File: config.mk
export PLATFORM = sky130hd
export DESIGN_NAME = hilo_muldiv
export DESIGN_NICKNAME = d
export VERILOG_FILES = /design/src/rtl/hilo_pkg.sv /design/src/rtl/hilo_mul.sv /design/src/rtl/hilo_acc.sv /design/src/rtl/hilo_div.sv /design/src/rtl/hilo_muldiv.sv
export SDC_FILE = /design/constraint.sdc
export NUM_CORES = 2
export LEC_CHECK = 0
export ABC_AREA = 1
export BUFFER_PORTS_ARGS = -buffer_cell sky130_fd_sc_hd__clkbuf_2
export CAP_MARGIN = 40
export CORE_UTILIZATION = 42
export CTS_CLUSTER_DIAMETER = 40
export CTS_CLUSTER_SIZE = 25
export DETAILED_ROUTE_END_ITERATION = 8
export GPL_ROUTABILITY_DRIVEN = 0
export PLACE_DENSITY = 0.61
export SYNTH_ARGS = -nofsm -noshare
export SYNTH_HDL_FRONTEND = slang
export SYNTH_SLANG_ARGS = --single-unit
File: constraint.sdc
create_clock -name clk -period 30.4 [get_ports clk]
set_clock_uncertainty 0.1 [all_clocks]
set_input_delay 3.04 -clock clk [delete_from_list [all_inputs] [get_ports clk]]
set_output_delay 3.04 -clock clk [all_outputs]
set_load 0.01 [all_outputs]
File: src/rtl/hilo_pkg.sv
package hilo_pkg;

    localparam int DATA_W = 32;

    typedef enum logic [3:0] {
        OP_LDHI   = 4'd0,
        OP_LDLO   = 4'd1,
        OP_RDHI   = 4'd2,
        OP_RDLO   = 4'd3,
        OP_MULS   = 4'd4,
        OP_MULU   = 4'd5,
        OP_MACS   = 4'd6,
        OP_MACU   = 4'd7,
        OP_MSBS   = 4'd8,
        OP_MSBU   = 4'd9,
        OP_DIVS   = 4'd10,
        OP_DIVU   = 4'd11,
        OP_MULLOW = 4'd12
    } hilo_op_e;

    typedef enum logic [2:0] {
        K_LDHI,
        K_LDLO,
        K_RDHI,
        K_RDLO,
        K_MULACC,
        K_MULLOW,
        K_DIV,
        K_NOP
    } op_kind_e;

    typedef enum logic [1:0] {
        ACC_SET,
        ACC_ADD,
        ACC_SUB
    } acc_mode_e;

    typedef struct packed {
        op_kind_e  kind;
        logic      sgn;
        acc_mode_e acc;
    } op_ctl_t;

    function automatic op_ctl_t decode_op(input logic [3:0] code);
        op_ctl_t c;
        c.kind = K_NOP;
        c.sgn  = 1'b0;
        c.acc  = ACC_SET;
        case (hilo_op_e'(code))
            OP_LDHI:   c.kind = K_LDHI;
            OP_LDLO:   c.kind = K_LDLO;
            OP_RDHI:   c.kind = K_RDHI;
            OP_RDLO:   c.kind = K_RDLO;
            OP_MULS:   begin c.kind = K_MULACC; c.sgn = 1'b1; end
            OP_MULU:   c.kind = K_MULACC;
            OP_MACS:   begin c.kind = K_MULACC; c.sgn = 1'b1; c.acc = ACC_ADD; end
            OP_MACU:   begin c.kind = K_MULACC; c.acc = ACC_ADD; end
            OP_MSBS:   begin c.kind = K_MULACC; c.sgn = 1'b1; c.acc = ACC_SUB; end
            OP_MSBU:   begin c.kind = K_MULACC; c.acc = ACC_SUB; end
            OP_DIVS:   begin c.kind = K_DIV; c.sgn = 1'b1; end
            OP_DIVU:   c.kind = K_DIV;
            OP_MULLOW: begin c.kind = K_MULLOW; c.sgn = 1'b1; end
            default:   c.kind = K_NOP;
        endcase
        return c;
    endfunction

endpackage

File: src/rtl/hilo_mul.sv
module hilo_mul #(
    parameter int W = hilo_pkg::DATA_W
) (
    input  logic [W-1:0]   a,
    input  logic [W-1:0]   b,
    input  logic           sgn,
    output logic [2*W-1:0] prod
);
    localparam int XW = 2 * W + 2;

    logic signed [XW-1:0] ea;
    logic signed [XW-1:0] eb;
    logic signed [XW-1:0] full;

    always_comb begin
        ea   = {{(W + 2){sgn & a[W-1]}}, a};
        eb   = {{(W + 2){sgn & b[W-1]}}, b};
        full = ea * eb;
        prod = full[2*W-1:0];
    end
endmodule

File: src/rtl/hilo_acc.sv
module hilo_acc
    import hilo_pkg::*;
#(
    parameter int W = hilo_pkg::DATA_W
) (
    input  logic [2*W-1:0] pair,
    input  logic [2*W-1:0] prod,
    input  acc_mode_e      mode,
    output logic [2*W-1:0] next_pair
);
    always_comb begin
        case (mode)
            ACC_ADD: next_pair = pair + prod;
            ACC_SUB: next_pair = pair - prod;
            default: next_pair = prod;
        endcase
    end
endmodule

File: src/rtl/hilo_div.sv
module hilo_div #(
    parameter int W = hilo_pkg::DATA_W
) (
    input  logic         clk,
    input  logic         rst,
    input  logic         go,
    input  logic [W-1:0] dividend,
    input  logic [W-1:0] divisor,
    input  logic         sgn,
    output logic         running,
    output logic         fin,
    output logic         dzero,
    output logic [W-1:0] quo,
    output logic [W-1:0] rem
);
    localparam int CW = $clog2(W + 1);

    logic [CW-1:0] cnt;
    logic [W-1:0]  part;
    logic [W-1:0]  qbits;
    logic [W-1:0]  dmag;
    logic          neg_q;
    logic          neg_r;

    logic          sa;
    logic          sb;
    logic [W-1:0]  amag;
    logic [W-1:0]  bmag;
    logic [W:0]    shifted;
    logic [W:0]    trial;

    always_comb begin
        sa      = sgn & dividend[W-1];
        sb      = sgn & divisor[W-1];
        amag    = sa ? (~dividend + 1'b1) : dividend;
        bmag    = sb ? (~divisor + 1'b1) : divisor;
        shifted = {part, qbits[W-1]};
        trial   = shifted - {1'b0, dmag};
        quo     = neg_q ? (~qbits + 1'b1) : qbits;
        rem     = neg_r ? (~part + 1'b1) : part;
    end

    always_ff @(posedge clk) begin
        if (rst) begin
            cnt     <= '0;
            part    <= '0;
            qbits   <= '0;
            dmag    <= '0;
            neg_q   <= 1'b0;
            neg_r   <= 1'b0;
            running <= 1'b0;
            fin     <= 1'b0;
            dzero   <= 1'b0;
        end else if (go && !running) begin
            cnt     <= CW'(W);
            part    <= '0;
            qbits   <= amag;
            dmag    <= bmag;
            neg_q   <= sa ^ sb;
            neg_r   <= sa;
            dzero   <= (divisor == '0);
            running <= 1'b1;
            fin     <= 1'b0;
        end else if (running) begin
            if (!trial[W]) begin
                part  <= trial[W-1:0];
                qbits <= {qbits[W-2:0], 1'b1};
            end else begin
                part  <= shifted[W-1:0];
                qbits <= {qbits[W-2:0], 1'b0};
            end
            cnt <= cnt - 1'b1;
            if (cnt == CW'(1)) begin
                running <= 1'b0;
                fin     <= 1'b1;
            end
        end else begin
            fin <= 1'b0;
        end
    end

    // the iteration counter stays inside its window while running
    p_cnt_window_r6: assert property (@(posedge clk) disable iff (rst)
        running |-> (cnt != '0) && (cnt <= CW'(W)));

    // the finish strobe lasts a single cycle
    p_fin_single_r10: assert property (@(posedge clk) disable iff (rst)
        fin |=> !fin);

    // finishing ends the run
    p_fin_idle_r10: assert property (@(posedge clk) disable iff (rst)
        fin |-> !running);
endmodule

File: src/rtl/hilo_muldiv.sv
module hilo_muldiv
    import hilo_pkg::*;
#(
    parameter int W = hilo_pkg::DATA_W
) (
    input  logic         clk,
    input  logic         rst,
    input  logic         start,
    input  logic [3:0]   op,
    input  logic [W-1:0] a,
    input  logic [W-1:0] b,
    output logic         busy,
    output logic         done,
    output logic [W-1:0] hi,
    output logic [W-1:0] lo,
    output logic [W-1:0] res
);
    localparam int PW = 2 * W;

    op_ctl_t       ctl;
    logic          accept;
    logic          div_go;
    logic [PW-1:0] prod;
    logic [PW-1:0] acc_next;
    logic          div_run;
    logic          div_fin;
    logic          div_dz;
    logic [W-1:0]  div_q;
    logic [W-1:0]  div_r;

    logic          busy_q;
    logic          done_q;
    logic [W-1:0]  hi_q;
    logic [W-1:0]  lo_q;
    logic [W-1:0]  res_q;

    always_comb begin
        ctl    = decode_op(op);
        accept = start && !busy_q;
        div_go = accept && (ctl.kind == K_DIV);
    end

    hilo_mul #(.W(W)) u_mul (
        .a    (a),
        .b    (b),
        .sgn  (ctl.sgn),
        .prod (prod)
    );

    hilo_acc #(.W(W)) u_acc (
        .pair      ({hi_q, lo_q}),
        .prod      (prod),
        .mode      (ctl.acc),
        .next_pair (acc_next)
    );

    hilo_div #(.W(W)) u_div (
        .clk      (clk),
        .rst      (rst),
        .go       (div_go),
        .dividend (a),
        .divisor  (b),
        .sgn      (ctl.sgn),
        .running  (div_run),
        .fin      (div_fin),
        .dzero    (div_dz),
        .quo      (div_q),
        .rem      (div_r)
    );

    always_ff @(posedge clk) begin
        if (rst) begin
            busy_q <= 1'b0;
            done_q <= 1'b0;
        end else if (div_fin) begin
            busy_q <= 1'b0;
            done_q <= 1'b1;
        end else if (accept) begin
            busy_q <= (ctl.kind == K_DIV);
            done_q <= (ctl.kind != K_DIV);
        end else begin
            done_q <= 1'b0;
        end
    end

    always_ff @(posedge clk) begin
        if (rst) begin
            hi_q  <= '0;
            lo_q  <= '0;
            res_q <= '0;
        end else if (div_fin) begin
            if (!div_dz) begin
                hi_q <= div_r;
                lo_q <= div_q;
            end
        end else if (accept) begin
            case (ctl.kind)
                K_LDHI:   hi_q <= a;
                K_LDLO:   lo_q <= a;
                K_RDHI:   res_q <= hi_q;
                K_RDLO:   res_q <= lo_q;
                K_MULACC: {hi_q, lo_q} <= acc_next;
                K_MULLOW: res_q <= prod[W-1:0];
                default:  ;
            endcase
        end
    end

    assign busy = busy_q;
    assign done = done_q;
    assign hi   = hi_q;
    assign lo   = lo_q;
    assign res  = res_q;

    // no completion pulse while a divide is outstanding
    p_no_done_busy_r10: assert property (@(posedge clk) disable iff (rst)
        busy |-> !done);

    // an accepted divide makes the unit busy next cycle
    p_div_busy_r10: assert property (@(posedge clk) disable iff (rst)
        (start && !busy && ctl.kind == K_DIV) |=> busy);

    // the divider is running whenever busy is high except the write cycle
    p_busy_run_r10: assert property (@(posedge clk) disable iff (rst)
        (busy && !div_fin) |-> div_run);

    // a request during a divide leaves the result registers alone
    p_ignore_busy_r11: assert property (@(posedge clk) disable iff (rst)
        (busy && start && !div_fin) |=> $stable(hi) && $stable(lo) && $stable(res) && !done);

    // a zero divisor completes without touching HI or LO
    p_divzero_keep_r8: assert property (@(posedge clk) disable iff (rst)
        (div_fin && div_dz) |=> $stable(hi) && $stable(lo) && done);

    // the low-word multiply leaves HI and LO alone
    p_mullow_keep_r9: assert property (@(posedge clk) disable iff (rst)
        (start && !busy && ctl.kind == K_MULLOW) |=> $stable(hi) && $stable(lo));

    // loading HI copies the operand and keeps LO
    p_ldhi_r1: assert property (@(posedge clk) disable iff (rst)
        (start && !busy && ctl.kind == K_LDHI) |=> (hi == $past(a)) && $stable(lo));
endmodule

==> metrics.md <==
| Metric | Value |
|---|---|
| Outcome | finished clean |
| CP arrival | roughly 15 ns |
| Leading area contributor after synthesis | fa_1 |
| CP max FO | 33 |
| H-Tree Depth | 2 |
| Hold buffer count at cts | 0 |
| Bufs and invs on worst path | 7 |
| Max-slew headroom | 35.6% |
| Synth Instances | between 8000 and 9000 |
| #FFs+latches synth | 205 |
| Top-area cell type share of the netlist area | 38.3% |
| Resized cells post-CTS | 0 |
| Drt first pass iters | 7 |
| Via count | 54300 |
| Worst slew pin tran | 0.953 ns |
| Remaining DRCs | 0 |
| CP max stage cell | fa_1 |
| Final setup violation count | 0 |
| Share of cells above drive strength 1 | 5.76% |
| Class of the worst hold path | reg2reg |
| Initial antenna violation count | 13 |
| Top-count cell post-synth | inv_1 |
| Post-synth ARST share | 0% |
| Final hold violation count | 0 |
| Cell area after synthesis | 58800 µm² |
| RSZ-0062 raised after global routing | no |
| Ys flop type | dfxtp_1 |
| TNS Setup | 0 ns |
| Worst path top cell family by delay | adder cells |
| Crit path largest cell delay | 0.66 ns |
| Clock Sinks | 205 |
| Port Buf Inserts | around 170 |
| Row count | 136 |
| Syn Area/Cell | 7.30 µm² |
| Worst skew pair latency | 0.59 ns |
| Highest clock rate | 69.5 MHz |
| Clk buf depth | 3 |
| Die area | 142000 µm² |
| Largest net degree at the start of global routing | 76 |
| Die width | 376 µm |
| CTS buffer count | 42 |
| EDFF count, synth | 0 |
| Post-CTS setup buffer count | 0 |
| Mapped Nets | between 9000 and 10000 |
| Total grt overflow | 0 |
| Final worst path period need | ~14 ns |
| First-pass GRT wire length | 328000 µm |
| DR iter-0 viols | 6436 |
| Clock Pin Slew Worst Setup and Hold Paths | 0.06 ns |
| Nets@finish | 9490 |
| Vias per Instance | 5.50 |
| Total wire length | approximately 210000 µm |
| Hpwl dp | roughly 170000 µm |
| Top cells by area, synth | fa_1 (38%), inv_1 (12%), nand2_1 (12%) |
| Starting density of the core | a little over two fifths |
| Vias in the first global route | around 54000 |
| GRT Overall Usage | 30.2% |
| IO Pins | around 170 |
| WS Path Type | in2reg |
| Max Cap Viol | 0 |
| Final ANT Viol Nets | 0 |
| Slew Limit Fails | 0 |
| Height of the die | 376 µm |
| Post-synthesis cell type count | 70 |
| Register area share after synthesis | between 6 and 7% |
| Core Area | roughly 140000 µm² |
| CP required | ~30 ns |
| CTS root buf | clkbuf_16 |
| CTS tree | yes |
| Crit end category | flip-flop |
| Period Utilization, post-route | 47.3% |
| Post-synth top cells | inv_1 (1905), nand2_1 (1871), fa_1 (1127) |
| Syn-to-layout area delta | 6.91% |
| Synth warnings | 0 |
| Avg WL per Cell | 21.5 µm |
| Crit path launch type | input pin |
## flip-flops by register name (all words and copies together), names as in the netlist
register       flops
u_div.dzero        1
u_div.running      1
u_div.qbits       32
u_div.neg_r        1
busy               1
res               32
done               1
u_div.fin          1
u_div.neg_q        1
u_div.part        32
u_div.cnt          6
hi                32
lo                32
u_div.dmag        32
## layout by cell type, fill, tap and decap left out, drive strengths merged, types with 4 or more instances in the layout
master       n
inv       1932
nand2     1891
fa        1127
nor2       486
a21oi      430
o21ai      421
ha         315
clkbuf     216
dfxtp      205
nand3      161
xor2       141
buf         98
nor3        78
a31oi       76
xnor2       57
o211ai      53
nand4       48
o22ai       37
a221oi      29
a21o        22
nor4        20
or2         19
o21a        18
nand3b      17
clkinv      14
o21bai      13
a21boi      13
o31ai        9
a32o         9
o221ai       8
o32ai        8
bufinv       6
diode        5
a211oi       5
clkinvlp     4
## layer usage
layer	global-route usage [%]	vias to the layer above	wire length [µm]
li1	-	24100	-
met1	41.9	26800	87900
met2	46.1	2937	91600
met3	6.64	469	24100
met4	10.5	12	8380
met5	0.103	-	149
## metrics by stage
| stage | cell area [µm²] | cells | hold WS [ns] | utilization [%] | setup WS, ns |
|---|---|---|---|---|---|
| 2_1_floorplan | 58800 | 8065 | 0.332 | - | 17.79 |
| 3_3_place_gp | 61200 | 9787 | 0.356 | 44.3 | 15.56 |
| 3_5_place_dp | 61400 | 9796 | 0.370 | 44.4 | 15.60 |
| 4_1_cts | 62900 | 9873 | 0.385 | 45.5 | 16.14 |
| 5_1_grt | 62900 | 9875 | 0.410 | 45.5 | 15.35 |
| 6_report | 62900 | 9878 | 0.387 | 45.5 | 16.01 |
## cell type report
class	count	area [µm²]
fill	14100	75300
multi-input combinational	5535	46000
inverter	1927	7230
sequential	205	4110
tap	1863	2330
timing repair buffer	266	1700
clock buffer	48	1110
clock inverter	29	399
antenna	5	12.5
## logic make-up (layout without fill, tap and decap cells)
logic type	Yosys count	count (layout)	share of synthesized area, %
simple gates	2727	2727	18.8
buf+inv	2325	2270	14.9
fa+ha+maj	1442	1442	45.0
compound gates	1168	1168	11.3
flops	205	205	6.97
xor+xnor	198	198	2.96
other cells	0	5	0
## tightest hold or removal path, stage by stage, from the launching register on
cell     delay, ns
dfxtp_1       0.32
nand2_1       0.06
a21oi_1       0.05
## path summary, 6_finish.rpt
| kind | end | slack [ns] | cells past startpoint | startpoint |
|---|---|---|---|---|
| min reg2reg | u_div.cnt[1] | 0.39 | 2 | u_div.cnt[1] |
| max | hi[31] | 16.01 | 45 | op[2] |
| max reg2reg | u_div.part[0] | 25.55 | 25 | u_div.qbits[31] |
| min | u_div.cnt[1] | 0.39 | 2 | u_div.cnt[1] |
Power is left out: the tool's default activity adds up to more than one toggle a clock period on the data nets, which glitch-free logic cannot reach.
